`src/rtl/orq_pkg.sv`:
```
package orq_pkg;

  typedef enum logic [1:0] {
    KIND_RD  = 2'd0,
    KIND_RDX = 2'd1,
    KIND_UPG = 2'd2,
    KIND_WB  = 2'd3
  } req_kind_e;

  typedef enum logic [1:0] {
    ACT_ISSUE = 2'd0,
    ACT_GRAB  = 2'd1,
    ACT_STALL = 2'd2
  } cpu_act_e;

  // Kinds with no data response retire at commit.
  function automatic logic kind_dataless(input logic [1:0] k);
    return (k == KIND_UPG) || (k == KIND_WB);
  endfunction

  // Verdict for a processor access that hit a pending slot.
  function automatic logic [1:0] hit_verdict(input logic [1:0] cpu_k,
                                             input logic [1:0] slot_k,
                                             input logic       slot_orig);
    if (cpu_k == KIND_RD && slot_k == KIND_RD && !slot_orig)
      return ACT_GRAB;
    return ACT_STALL;
  endfunction

endpackage

```
`src/rtl/orq_entry.sv`:
```
module orq_entry #(
  parameter int ADDR_W = 32
) (
  input  logic              clk,
  input  logic              rst_n,
  input  logic              alloc,
  input  logic [ADDR_W-1:0] alloc_addr,
  input  logic [1:0]        alloc_kind,
  input  logic              alloc_orig,
  input  logic              clear,
  input  logic              set_grab,
  input  logic              set_snoop,
  input  logic              snoop_shared,
  input  logic              snoop_dirty,
  output logic              valid,
  output logic [ADDR_W-1:0] addr,
  output logic [1:0]        kind,
  output logic              orig,
  output logic              grab,
  output logic              known,
  output logic              shared,
  output logic              dirty
);

  always_ff @(posedge clk) begin
    if (!rst_n) begin
      valid  <= 1'b0;
      addr   <= '0;
      kind   <= '0;
      orig   <= 1'b0;
      grab   <= 1'b0;
      known  <= 1'b0;
      shared <= 1'b0;
      dirty  <= 1'b0;
    end else if (alloc) begin
      valid  <= 1'b1;
      addr   <= alloc_addr;
      kind   <= alloc_kind;
      orig   <= alloc_orig;
      grab   <= 1'b0;
      known  <= 1'b0;
      shared <= 1'b0;
      dirty  <= 1'b0;
    end else if (clear) begin
      valid <= 1'b0;
      grab  <= 1'b0;
      known <= 1'b0;
    end else begin
      if (set_grab && valid) grab <= 1'b1;
      if (set_snoop && valid) begin
        known  <= 1'b1;
        shared <= snoop_shared;
        dirty  <= snoop_dirty;
      end
    end
  end

  AST_GRAB_NEEDS_VALID: assert property (@(posedge clk) disable iff (!rst_n)
    grab |-> valid);

endmodule

```
`src/rtl/orq_match.sv`:
```
module orq_match #(
  parameter int NUM_ENTRIES = 8,
  parameter int ADDR_W      = 32,
  localparam int TAG_W      = (NUM_ENTRIES > 1) ? $clog2(NUM_ENTRIES) : 1
) (
  input  logic [NUM_ENTRIES-1:0]             vld,
  input  logic [NUM_ENTRIES-1:0][ADDR_W-1:0] addrs,
  input  logic [ADDR_W-1:0]                  key,
  output logic                               hit,
  output logic [TAG_W-1:0]                   idx,
  output logic [NUM_ENTRIES-1:0]             hits
);

  function automatic logic [TAG_W-1:0] lowest_set(input logic [NUM_ENTRIES-1:0] v);
    logic [TAG_W-1:0] r;
    r = '0;
    for (int i = NUM_ENTRIES - 1; i >= 0; i--)
      if (v[i]) r = TAG_W'(i);
    return r;
  endfunction

  for (genvar g = 0; g < NUM_ENTRIES; g++) begin : g_cmp
    assign hits[g] = vld[g] && (addrs[g] == key);
  end

  assign hit = |hits;
  assign idx = lowest_set(hits);

endmodule

```
`src/rtl/orq_table.sv`:
```
module orq_table #(
  parameter int NUM_ENTRIES = 8,
  parameter int ADDR_W      = 32,
  localparam int TAG_W      = (NUM_ENTRIES > 1) ? $clog2(NUM_ENTRIES) : 1
) (
  input  logic              clk,
  input  logic              rst_n,
  input  logic              bus_req_valid,
  input  logic [TAG_W-1:0]  bus_req_tag,
  input  logic [ADDR_W-1:0] bus_req_addr,
  input  logic [1:0]        bus_req_kind,
  input  logic              bus_req_mine,
  output logic              bus_conflict,
  output logic [TAG_W-1:0]  bus_conflict_idx,
  output logic              bus_withdraw,
  input  logic              snp_valid,
  input  logic [TAG_W-1:0]  snp_tag,
  input  logic              snp_shared,
  input  logic              snp_dirty,
  input  logic              rsp_valid,
  input  logic [TAG_W-1:0]  rsp_tag,
  output logic              rsp_hit,
  output logic              rsp_shared,
  output logic              rsp_dirty,
  output logic              rsp_grab,
  output logic              rsp_orig,
  output logic              rsp_share_line,
  input  logic              commit_valid,
  input  logic [TAG_W-1:0]  commit_tag,
  input  logic              cpu_valid,
  input  logic [ADDR_W-1:0] cpu_addr,
  input  logic [1:0]        cpu_kind,
  output logic              cpu_hit,
  output logic [TAG_W-1:0]  cpu_idx,
  output logic [1:0]        cpu_action
);
  import orq_pkg::*;

  logic [NUM_ENTRIES-1:0]             ent_valid, ent_orig, ent_grab;
  logic [NUM_ENTRIES-1:0]             ent_known, ent_shared, ent_dirty;
  logic [NUM_ENTRIES-1:0][ADDR_W-1:0] ent_addr;
  logic [NUM_ENTRIES-1:0][1:0]        ent_kind;
  logic [NUM_ENTRIES-1:0]             cpu_hits, bus_hits;

  // Named internal events used by the assertions.
  logic alloc_go;
  logic grab_go;

  orq_match #(.NUM_ENTRIES(NUM_ENTRIES), .ADDR_W(ADDR_W)) u_cpu_match (
    .vld(ent_valid), .addrs(ent_addr), .key(cpu_addr),
    .hit(cpu_hit), .idx(cpu_idx), .hits(cpu_hits)
  );

  orq_match #(.NUM_ENTRIES(NUM_ENTRIES), .ADDR_W(ADDR_W)) u_bus_match (
    .vld(ent_valid), .addrs(ent_addr), .key(bus_req_addr),
    .hit(bus_conflict), .idx(bus_conflict_idx), .hits(bus_hits)
  );

  always_comb begin
    if (!cpu_hit) cpu_action = ACT_ISSUE;
    else          cpu_action = hit_verdict(cpu_kind, ent_kind[cpu_idx], ent_orig[cpu_idx]);
  end

  assign alloc_go     = bus_req_valid && !bus_conflict;
  assign bus_withdraw = bus_req_valid && bus_conflict && bus_req_mine;
  assign grab_go      = cpu_valid && (cpu_action == ACT_GRAB);

  assign rsp_hit        = rsp_valid && ent_valid[rsp_tag];
  assign rsp_shared     = rsp_hit && ent_known[rsp_tag] && ent_shared[rsp_tag];
  assign rsp_dirty      = rsp_hit && ent_known[rsp_tag] && ent_dirty[rsp_tag];
  assign rsp_grab       = rsp_hit && ent_grab[rsp_tag];
  assign rsp_orig       = rsp_hit && ent_orig[rsp_tag];
  assign rsp_share_line = rsp_grab && !rsp_orig;

  for (genvar g = 0; g < NUM_ENTRIES; g++) begin : g_slot
    logic sel_alloc, sel_clear, sel_grab, sel_snoop;
    assign sel_alloc = alloc_go && (bus_req_tag == TAG_W'(g));
    assign sel_clear = (rsp_valid && rsp_tag == TAG_W'(g)) ||
                       (commit_valid && commit_tag == TAG_W'(g) && kind_dataless(ent_kind[g]));
    assign sel_grab  = grab_go && (cpu_idx == TAG_W'(g));
    assign sel_snoop = snp_valid && (snp_tag == TAG_W'(g));

    orq_entry #(.ADDR_W(ADDR_W)) u_entry (
      .clk(clk), .rst_n(rst_n),
      .alloc(sel_alloc), .alloc_addr(bus_req_addr), .alloc_kind(bus_req_kind),
      .alloc_orig(bus_req_mine), .clear(sel_clear), .set_grab(sel_grab),
      .set_snoop(sel_snoop), .snoop_shared(snp_shared), .snoop_dirty(snp_dirty),
      .valid(ent_valid[g]), .addr(ent_addr[g]), .kind(ent_kind[g]),
      .orig(ent_orig[g]), .grab(ent_grab[g]), .known(ent_known[g]),
      .shared(ent_shared[g]), .dirty(ent_dirty[g])
    );
  end

  AST_UNIQUE_MATCH: assert property (@(posedge clk) disable iff (!rst_n)
    $onehot0(cpu_hits) && $onehot0(bus_hits));

  AST_GRAB_RECORDED: assert property (@(posedge clk) disable iff (!rst_n)
    grab_go && !rsp_valid && !bus_req_valid |=> ent_grab[$past(cpu_idx)]);

  AST_CONFLICT_DROPS: assert property (@(posedge clk) disable iff (!rst_n)
    bus_req_valid && bus_conflict && !ent_valid[bus_req_tag]
    |=> !ent_valid[$past(bus_req_tag)]);

  AST_RSP_FREES: assert property (@(posedge clk) disable iff (!rst_n)
    rsp_valid && !bus_req_valid |=> !ent_valid[$past(rsp_tag)]);

  AST_COMMIT_KEEPS_DATA: assert property (@(posedge clk) disable iff (!rst_n)
    commit_valid && ent_valid[commit_tag] && !kind_dataless(ent_kind[commit_tag]) &&
    !rsp_valid |=> ent_valid[$past(commit_tag)]);

endmodule

```
`config.mk`:
```
export PLATFORM = sky130hd
export DESIGN_NAME = orq_table
export DESIGN_NICKNAME = d
export VERILOG_FILES = /design/src/rtl/orq_pkg.sv /design/src/rtl/orq_entry.sv /design/src/rtl/orq_match.sv /design/src/rtl/orq_table.sv
export SDC_FILE = /design/constraint.sdc
export NUM_CORES = 1
export LEC_CHECK = 0
export BUFFER_PORTS_ARGS = -buffer_cell sky130_fd_sc_hd__buf_2
export CAP_MARGIN = 20
export CORE_AREA = 4 4 156 218
export DETAILED_ROUTE_END_ITERATION = 8
export DIE_AREA = 0 0 160 222
export MAX_ROUTING_LAYER = met4
export PLACE_DENSITY = 0.77
export SETUP_SLACK_MARGIN = 0.05
export SYNTH_ARGS = -nofsm -noshare
export SYNTH_HDL_FRONTEND = slang
export SYNTH_HIERARCHICAL = 1
export SYNTH_SLANG_ARGS = --single-unit
```
`constraint.sdc`:
```
create_clock -name clk -period 4.5 [get_ports clk]
set_input_delay 0.45 -clock clk [delete_from_list [all_inputs] [get_ports clk]]
set_output_delay 0.45 -clock clk [all_outputs]
set_load 0.02 [all_outputs]
```
==> out/qor.log, run 1 <==
qor: run_status.run_status finished clean
qor: sta.drv_slew 0
qor: clock_network.tritoncts_clock_tree yes
qor: route.routed_wire_length_on_met2 30600 µm
qor: sta.timing.final.setup_violations 0
qor: setup_path.timing.critical_path.arrival 3.89 ns
qor: route.finalWirelength 64500 µm
qor: route.drcViolationCount 0
qor: setup_path.worstSetupStartpointType flop
qor: power.worst_ir_drop_vdd 0.000324 V
qor: floorplan.dieHeight 222 µm
qor: finish.design.final.nets 2196
qor: route.met3_length 3620 µm
qor: global_routing.grt_overflow_total 0
qor: clock_network.cts.sinks 320
qor: power.power.net_switching 1.89 mW
qor: power.power_per_cell_area 312 nW/µm²
qor: setup_path.worstPathBufferInverterCount 2
qor: power.leakage 8.45 nW
qor: setup_path.setup_crit_path_kind flop to output port
qor: run.drv.max_cap_violation_count 0
qor: setup_path.crit_path_end_kind output port
qor: finish.insertedDiodeCount 0
qor: sta.grt_setup_unrepaired false
qor: finish.stdcell_area 21800 µm²
qor: clock_network.cts.clk_slew.worst_paths 0.06 ns
qor: floorplan.num_io_pins 107
qor: logic_synthesis.ys_async_sr_fraction 0%
qor: finish.final_layout_size_suffix_gt1_share 15.8%
qor: hold_path.hp-class input port to flop
qor: sta.tightestPinTransition 1.09 ns
qor: global_routing.grt.total_usage 36.4%
qor: global_routing.grt_start_max_net_pins 148
qor: clock_network.numCtsBuffers 36
qor: logic_synthesis.synth-edff-count 0
qor: route.ant_nets 0
qor: clock_network.clock_latency 0.55 ns
qor: power.power.share.clock 43.0%
qor: sta.timing.max_slew.rel_slack 27.1%
qor: power.share_comb_of_total_power 13.7%
qor: route.drt-met1-wl 24100 µm
qor: floorplan.dieWidth 160 µm
qor: logic_synthesis.synth.cell_area 19700 µm²
qor: logic_synthesis.synth_cell_type_count 52
qor: clock_network.ctsLongestPathBuffers 3
qor: power.sequentialPowerShare 43.3%
qor: power.cell_internal_pwr 4.94 mW
qor: setup_path.library_cell_contributing_the_largest_single_delay_on_the_critical_path or4_4
qor: place.port-buffer-count 106
qor: route.1st_pass_router_iterations 8
qor: power.power_switching_share 27.7%
qor: setup_path.timing.critical_path.cells xor2_1 > nor4_2 > nand4_1 > or4_4 > o21bai_1 > a21oi_1 > o31ai_4 > buf_12 > nor4b_2 > o32ai_1 > o22a_2 > nor4b_2 > buf_4
qor: setup_path.critPathTopFamily simple AND/OR/NAND/NOR gates
qor: sta.fin_setup_tns 0 ns
qor: sta.max_freq 230 MHz
qor: global_routing.grt_pass1_vias 15300
qor: route.drt-wirelength-per-cell 25.4 µm
qor: global_routing.grt_first_pass_wirelength 95900 µm
qor: finish.synthToLayoutAreaGrowth 11.1%
qor: route.top_layer met4
qor: clock_network.clock_tree.htree_level_count 2
qor: floorplan.placement_rows 78
qor: floorplan.die_area 35500 µm²
qor: sta.period_share 96.5%
qor: floorplan.core 32200 µm²
qor: clock_network.cts_root_buf clkbuf_16
qor: place.gpl.final_weighted_congestion 1.03
qor: route.drtIter0Drc 1142
qor: sta.final-hold-violation-count 0
qor: route.vias 15300
qor: logic_synthesis.sequential_element_share_of_the_synthesized_area 32.6%
qor: logic_synthesis.dominant_synthesized_flop_cell dfxtp_1
qor: setup_path.worstPathRequired 4.05 ns
qor: floorplan.starting_density_of_the_core 61.1%
qor: sta.clock-skew-final 0.0212 ns
qor: logic_synthesis.synth_fp_nets 2082
qor: logic_synthesis.post_synth.cell_area_avg 9.87 µm²
qor: route.avgViaCountPerCell 6.02
qor: sta.finalCriticalPeriod 4.34 ns
qor: place.placed_wire_length_estimate 48200 µm
qor: logic_synthesis.synth_seq_cells 320
qor: setup_path.max_stage_delay 0.59 ns
qor: logic_synthesis.postSynthCellCount 1992
qor: logic_synthesis.synth_warnings 6
qor: setup_path.largest_driver_fanout_on_the_critical_path 12
qor: setup_path.crit_top_cell nor4b_2
qor: place.dpl-instance-area 20600 µm²
qor: global_routing.antenna_found_initial 0
[power groups by stage]
stage | registers, mW | clock network (mW) | logic, mW
after floorplan | 3.00 | 0 | 0.591
after global placement | 3.02 | 0 | 0.894
after detailed placement | 3.02 | 0 | 0.906
after CTS | 2.96 | 2.96 | 0.913
after global routing | 2.96 | 3.06 | 0.978
final | 2.96 | 2.94 | 0.933
[flip-flops by register name, summed over array words and instances (netlist names)]
name,flops
g_slot.u_entry/addr,256
g_slot.u_entry/dirty,8
g_slot.u_entry/grab,8
g_slot.u_entry/kind,16
g_slot.u_entry/known,8
g_slot.u_entry/orig,8
g_slot.u_entry/shared,8
g_slot.u_entry/valid,8
[repair_timing]
item                       4_1_cts  5_1_grt
setup buffers                    1        0
setup endpoints to repair        2        2
gates resized for setup          1        9
gates cloned                     0        0
hold buffers                     0        0
pin swaps                        1        7
[metrics by stage]
stage	util, %	worst slack (ns)	std cells	total power, mW	hold slack (ns)
2_1_floorplan	-	0.477	1992	3.59	0.455
3_3_place_gp	64.0	0.116	2467	3.91	0.467
3_5_place_dp	64.0	0.0281	2467	3.93	0.477
4_1_cts	67.7	0.0701	2534	6.83	0.262
5_1_grt	67.8	0.0516	2534	7.00	0.294
6_report	67.8	0.157	2534	6.83	0.280
[per-layer routing]
layer,GRT usage (%),vias up
met2,59.6,658
li1,-,6996
met1,40.3,7318
met5,-,-
met4,27.4,0
met3,4.56,287
[cells in the mapped netlist, drive strengths merged, types with 3 or more instances]
library cell | count | area [µm²]
a21oi | 18 | 90.1
and3b | 8 | 70.1
buf | 119 | 988
clkbuf | 25 | 93.8
dfxtp | 320 | 6410
inv | 14 | 52.6
mux2i | 298 | 2980
mux4 | 12 | 270
nand2 | 16 | 60.1
nand2b | 19 | 179
nand3 | 33 | 165
nand3b | 36 | 270
nand4 | 22 | 138
nor2 | 24 | 90.1
nor2b | 292 | 1830
nor3 | 58 | 300
nor4 | 112 | 726
nor4b | 3 | 53.8
o21a | 8 | 60.1
o21ai | 6 | 30.0
o21bai | 3 | 22.5
o22ai | 5 | 31.3
o31ai | 4 | 40.0
o32ai | 3 | 26.3
or2 | 4 | 25.0
xnor2 | 26 | 228
xor2 | 482 | 4270
[cells in the final DEF (no fill, tap or decap), types with 8 or more instances in the layout]
| cell | instances |
|---|---|
| o21a_1 | 8 |
| nand2_1 | 16 |
| and3b_1 | 8 |
| xor2_1 | 476 |
| buf_12 | 9 |
| buf_4 | 106 |
| mux2i_1 | 298 |
| nand4_1 | 22 |
| nand3_1 | 33 |
| nor2b_1 | 292 |
| dfxtp_1 | 318 |
| nor2_1 | 18 |
| buf_2 | 104 |
| a21oi_1 | 18 |
| nor4_1 | 104 |
| nor4_2 | 8 |
| nand2b_4 | 8 |
| inv_1 | 14 |
| mux4_2 | 12 |
| clkinv_2 | 10 |
| clkbuf_16 | 37 |
| nand3b_1 | 36 |
| nand2b_1 | 11 |
| xnor2_1 | 26 |
| nor3_1 | 54 |
[cells by family after synthesis]
kind of cell | synth area share, %
simple gates | 20.3
flops | 32.6
xor+xnor | 22.9
mux | 16.5
compound gates | 2.00
buf+inv | 5.77
[area by class of cell]
type / count / area, µm²
clock inverters: 16 / 120
repair buffers: 220 / 1510
inverters: 14 / 52.6
flip-flops and latches: 320 / 6410
multi-input cells: 1514 / 12200
well taps: 400 / 500
fillers: 2590 / 10400
clock buffers: 50 / 1030
[worst paths after layout]
| kind | slack, ns | start | end | depth (start not counted) |
|---|---|---|---|---|
| min | 0.28 | snp_shared | g_slot[5].u_entry/shared | 3 |
| max reg2reg | 0.32 | g_slot[7].u_entry/addr[12] | g_slot[1].u_entry/addr[13] | 13 |
| min reg2reg | 0.49 | g_slot[0].u_entry/dirty | g_slot[0].u_entry/dirty | 2 |
| max | 0.16 | g_slot[7].u_entry/addr[24] | cpu_action[0] | 13 |
[worst reg2reg max path, stage by stage (launching register included)]
cell and delay, ns:
dfxtp_1 0.38, xor2_1 0.32, nor4_2 0.09, nand4_1 0.20, or4_1 0.19, inv_1 0.04, or2_2 0.29, nor3_1 0.21
nand3_1 0.24, or3b_2 0.64, nor2_4 0.84, buf_12 0.30, mux2i_1 0.23, nor2b_1 0.07
No activity file was read; power rests on OpenSTA's default activity.
==> inputs of run 2 (changes only) <==
--- a/config.mk
+++ b/config.mk
@@ -7,13 +7,14 @@
 export LEC_CHECK = 0
 export BUFFER_PORTS_ARGS = -buffer_cell sky130_fd_sc_hd__buf_2
 export CAP_MARGIN = 20
-export CORE_AREA = 4 4 156 218
+export CELL_PAD_IN_SITES_DETAIL_PLACEMENT = 2
+export CELL_PAD_IN_SITES_GLOBAL_PLACEMENT = 2
+export CORE_AREA = 4 4 194 272
 export DETAILED_ROUTE_END_ITERATION = 8
-export DIE_AREA = 0 0 160 222
+export DIE_AREA = 0 0 198 276
 export MAX_ROUTING_LAYER = met4
 export PLACE_DENSITY = 0.77
 export SETUP_SLACK_MARGIN = 0.05
 export SYNTH_ARGS = -nofsm -noshare
 export SYNTH_HDL_FRONTEND = slang
-export SYNTH_HIERARCHICAL = 1
 export SYNTH_SLANG_ARGS = --single-unit
==> run 2 against run 1 <==
Against the previous run: sequential share of layout area decreased by 1.3 points; global-route usage decreased by 0.55 points; total power up 7.5%; hold slack lost 0.029 ns; die area rose by 54%; register-to-register slack gained 0.26 ns; maximum frequency grew 2.2%; clock power is 8.8% higher; count of clock-buffer cells in the layout stayed put; cell count rose by 13%; critical endpoint unchanged; largest cell class unchanged.
==> out/qor.log, run 2 <==
qor: run_status.run_status finished clean
qor: setup_path.max_stage_delay 0.62 ns [+0.03 ns]
qor: global_routing.grt_first_pass_wirelength 137000 µm [+43%]
qor: sta.setup_ws 0.249 ns [+0.0921 ns]
qor: finish.final_cells 2874 [+13%]
qor: logic_synthesis.synth_cell_type_count 56 [+7.7%]
qor: place.port-buffer-count 106 [unchanged]
qor: route.routed_wire_length_on_met2 47300 µm [+55%]
qor: setup_path.regToRegStartpoint g_slot[6].u_entry.addr[8]
qor: setup_path.worstPathRequired 4.05 ns [about the same]
qor: finish.reg_top3 g_slot.u_entry.addr (256), g_slot.u_entry.kind (16)
qor: power.worst_ir_drop_vdd 0.000303 V [-6.4%]
qor: sta.period_share 94.5% [-2.0 points]
qor: sta.fin_setup_tns 0 ns [unchanged]
qor: floorplan.die_area 54600 µm² [+54%]
qor: sta.finalCriticalPeriod 4.25 ns [-0.0921 ns]
qor: logic_synthesis.synth_warnings 0 [-6]
qor: logic_synthesis.dominant_synthesized_flop_cell dfxtp_1
qor: sta.max_freq 235 MHz [+2.2%]
qor: global_routing.grt.total_usage 35.8% [-0.55 points]
qor: route.met3_length 5210 µm [+44%]
qor: logic_synthesis.synth_seq_cells 320 [unchanged]
qor: finish.stdcell_area 22900 µm² [+4.7%]
qor: logic_synthesis.synth.cells.most_frequent 342 x xor2_1, 320 x dfxtp_1, 300 x mux2i_1
qor: setup_path.reg2reg_setup_slack 0.58 ns [+0.26 ns]
qor: hold_path.hold_depth 3 [unchanged]
qor: logic_synthesis.synth.cell_area 19900 µm² [+1.4%]
qor: logic_synthesis.ys_async_sr_fraction 0% [unchanged]
qor: route.1st_pass_router_iterations 5 [-3]
qor: floorplan.placement_rows 98 [+26%]
qor: finish.design.final.nets 2285 [+4.1%]
qor: setup_path.r2r_cells 13 [unchanged]
qor: floorplan.starting_density_of_the_core 39.5% [-22 points]
qor: clock_network.clock_latency 0.58 ns [+0.03 ns]
qor: logic_synthesis.sequential_element_share_of_the_synthesized_area 32.1% [-0.46 points]
qor: hold_path.hp-class input port to flop
qor: route.finalWirelength 97700 µm [+52%]
qor: clock_network.cts.clk_slew.worst_paths 0.06 ns [about the same]
qor: route.drt-met1-wl 39300 µm [+63%]
qor: setup_path.crit_path_end_kind output port
qor: logic_synthesis.synth.largest_area_cell dfxtp_1
qor: finish.largest_register g_slot.u_entry.addr
qor: setup_path.worstSetupStartpointType flop
qor: floorplan.dieWidth 198 µm [+24%]
qor: logic_synthesis.post_synth.cell_area_avg 9.44 µm² [-4.4%]
qor: floorplan.dieHeight 276 µm [+24%]
qor: global_routing.grt_overflow_total 0 [unchanged]
qor: clock_network.tritoncts_clock_tree yes
qor: sta.grt_setup_unrepaired false
qor: finish.largest_register_ffs 256 [unchanged]
qor: floorplan.num_io_pins 107 [unchanged]
qor: power.leakage 10.2 nW [+21%]
qor: clock_network.cts_root_buf clkbuf_16
qor: setup_path.largest_driver_fanout_on_the_critical_path 3 [-9]
qor: logic_synthesis.yosys.area.top_type_share 32.1% [-0.46 points]
qor: clock_network.ctsLongestPathBuffers 3 [unchanged]
qor: setup_path.setup_crit_path_kind flop to output port
qor: power.power_per_cell_area 321 nW/µm² [+2.6%]
qor: route.drt-wirelength-per-cell 34.0 µm [+34%]
qor: global_routing.grt_start_max_net_pins 113 [-24%]
qor: sta.timing.final.setup_violations 0 [unchanged]
qor: place.place.detailed.instances 2805 [+14%]
qor: sta.clock-skew-final 0.0265 ns [+0.00534 ns]
qor: floorplan.core 50500 µm² [+57%]
qor: clock_network.numCtsBuffers 38 [+5.6%]
qor: clock_network.cts.sinks 320 [unchanged]
qor: finish.synthToLayoutAreaGrowth 14.7%
qor: sta.drv_slew 0 [unchanged]
qor: logic_synthesis.postSynthCellCount 2113 [+6.1%]
qor: logic_synthesis.yosys-top-cells-area dfxtp_1 32%, mux2i_1 15%, xor2_1 15%
qor: sta.timing.max_slew.rel_slack 36.5% [+9.5 points]
qor: route.vias 17000 [+11%]
qor: sta.fin_hold_ws 0.251 ns [-0.0292 ns]
qor: place.gpl.final_weighted_congestion 0.982 [-5.0%]
qor: setup_path.timing.critical_path.arrival 3.80 ns [-0.09 ns]
qor: setup_path.library_cell_contributing_the_largest_single_delay_on_the_critical_path or4_1
qor: place.preCtsSetupSlack 0.401 ns [+0.373 ns]
qor: hold_path.hp-start snp_dirty
qor: place.dpl-instance-area 21600 µm² [+4.7%]
qor: route.drtIter0Drc 1159 [+1.5%]
qor: logic_synthesis.synth-edff-count 0 [unchanged]
qor: global_routing.grt_pass1_vias 18500 [+21%]
qor: hold_path.timing.hold.worst_endpoint g_slot[0].u_entry.dirty
qor: logic_synthesis.synth.most_common_cell xor2_1
qor: finish.final_common_cell xor2_1
qor: route.top_layer met4
qor: place.placed_wire_length_estimate 73100 µm [+52%]
qor: route.drcViolationCount 0 [unchanged]
qor: sta.tightestPinTransition 0.952 ns [-0.139 ns]
qor: run.drv.max_cap_violation_count 0 [unchanged]
qor: clock_network.clock_tree.htree_level_count 2 [unchanged]
qor: setup_path.reg2reg_to g_slot[0].u_entry.addr[16]
qor: setup_path.timing.critical_path.cells xor2_1 > nor4_1 > nand4_1 > or4_1 > a211o_1 > a311o_1 > a211oi_2 > o22ai_4 > and2_2 > buf_2
qor: sta.final-hold-violation-count 0 [unchanged]
qor: route.ant_nets 0 [unchanged]
qor: clock_network.postCtsSetupRepairBufs 0 [-1]
qor: finish.insertedDiodeCount 0 [unchanged]
qor: finish.final_layout_size_suffix_gt1_share 14.7% [-1.0 points]
qor: finish.layout_common_cells 342 x xor2_1, 320 x dfxtp_1, 300 x mux2i_1
qor: global_routing.antenna_found_initial 0 [unchanged]
qor: logic_synthesis.synth_fp_nets 2203 [+5.8%]
qor: route.avgViaCountPerCell 5.90 [-2.0%]
run 2: cell count changes in the layout (fill, tap and decap cells not counted), sizes merged, moves of 28 or more:
cell	change
nand2	+28
nand3b	-34
nand4	+34
nor3	-29
xnor2	+139
xor2	-135
run 2: layer usage:
| layer | global-route usage, % | up-vias |
|---|---|---|
| met4 | 17.3 | 0 |
| met3 | 5.05 | 262 |
| met2 | 59.3 | 617 |
| li1 | - | 7401 |
| met1 | 42.5 | 8681 |
| met5 | - | - |
run 2: cell families after synthesis:
group | share of synthesized area [%]
AOI/OAI and AO/OA | 2.43
DFF | 32.1
buffers and inverters | 4.85
muxes | 16.5
xor gates and xnor gates | 22.7
and+or+nand+nor | 21.4
run 2: per-stage QoR:
stage          power (mW)  util [%]
6_report             7.34      45.3
5_1_grt              7.55      45.3
4_1_cts              7.37      45.3
3_5_place_dp         4.16      42.8
3_3_place_gp         4.13      42.8
2_1_floorplan        3.67         -
run 2: final cells by class:
| cell class | count | area (µm²) |
|---|---|---|
| Sequential cell | 320 | 6410 |
| Tap cell | 650 | 813 |
| Clock buffer | 50 | 1100 |
| Timing Repair Buffer | 224 | 1760 |
| Inverter | 10 | 37.5 |
| Fill cell | 5413 | 27600 |
| Clock inverter | 19 | 171 |
| Multi-Input combinational cell | 1601 | 12600 |
run 2: worst max-delay path by stage:
stage / to / from / slack (ns)
2_1_floorplan: cpu_action[1] / cpu_addr[16] / 0.98
3_3_place_gp: cpu_action[0] / cpu_addr[20] / 0.41
3_5_place_dp: cpu_action[0] / cpu_addr[16] / 0.40
4_1_cts: cpu_action[0] / g_slot[2].u_entry.addr[10] / 0.21
5_1_grt: cpu_action[0] / g_slot[1].u_entry.addr[18] / 0.08
6_report: cpu_action[0] / g_slot[6].u_entry.addr[8] / 0.25
run 2: critical path: cells and delay by family (launching register included):
family	cells	cell delay, ns
and+or+nand+nor	4	1.33
xor gates and xnor gates	1	0.16
buffers and inverters	1	0.15
DFF	1	0.51
AOI/OAI and AO/OA	4	1.09
run 2: report_power, final:
part	internal, mW	switching, mW
sequential	2.89	0.0874
combinational	0.417	0.738
clock	1.84	1.36
total	5.15	2.19
run 2: timing repair:
item,4_1_cts,5_1_grt
setup endpoints to repair,0,1
resized for setup,0,1
hold buffers,0,0
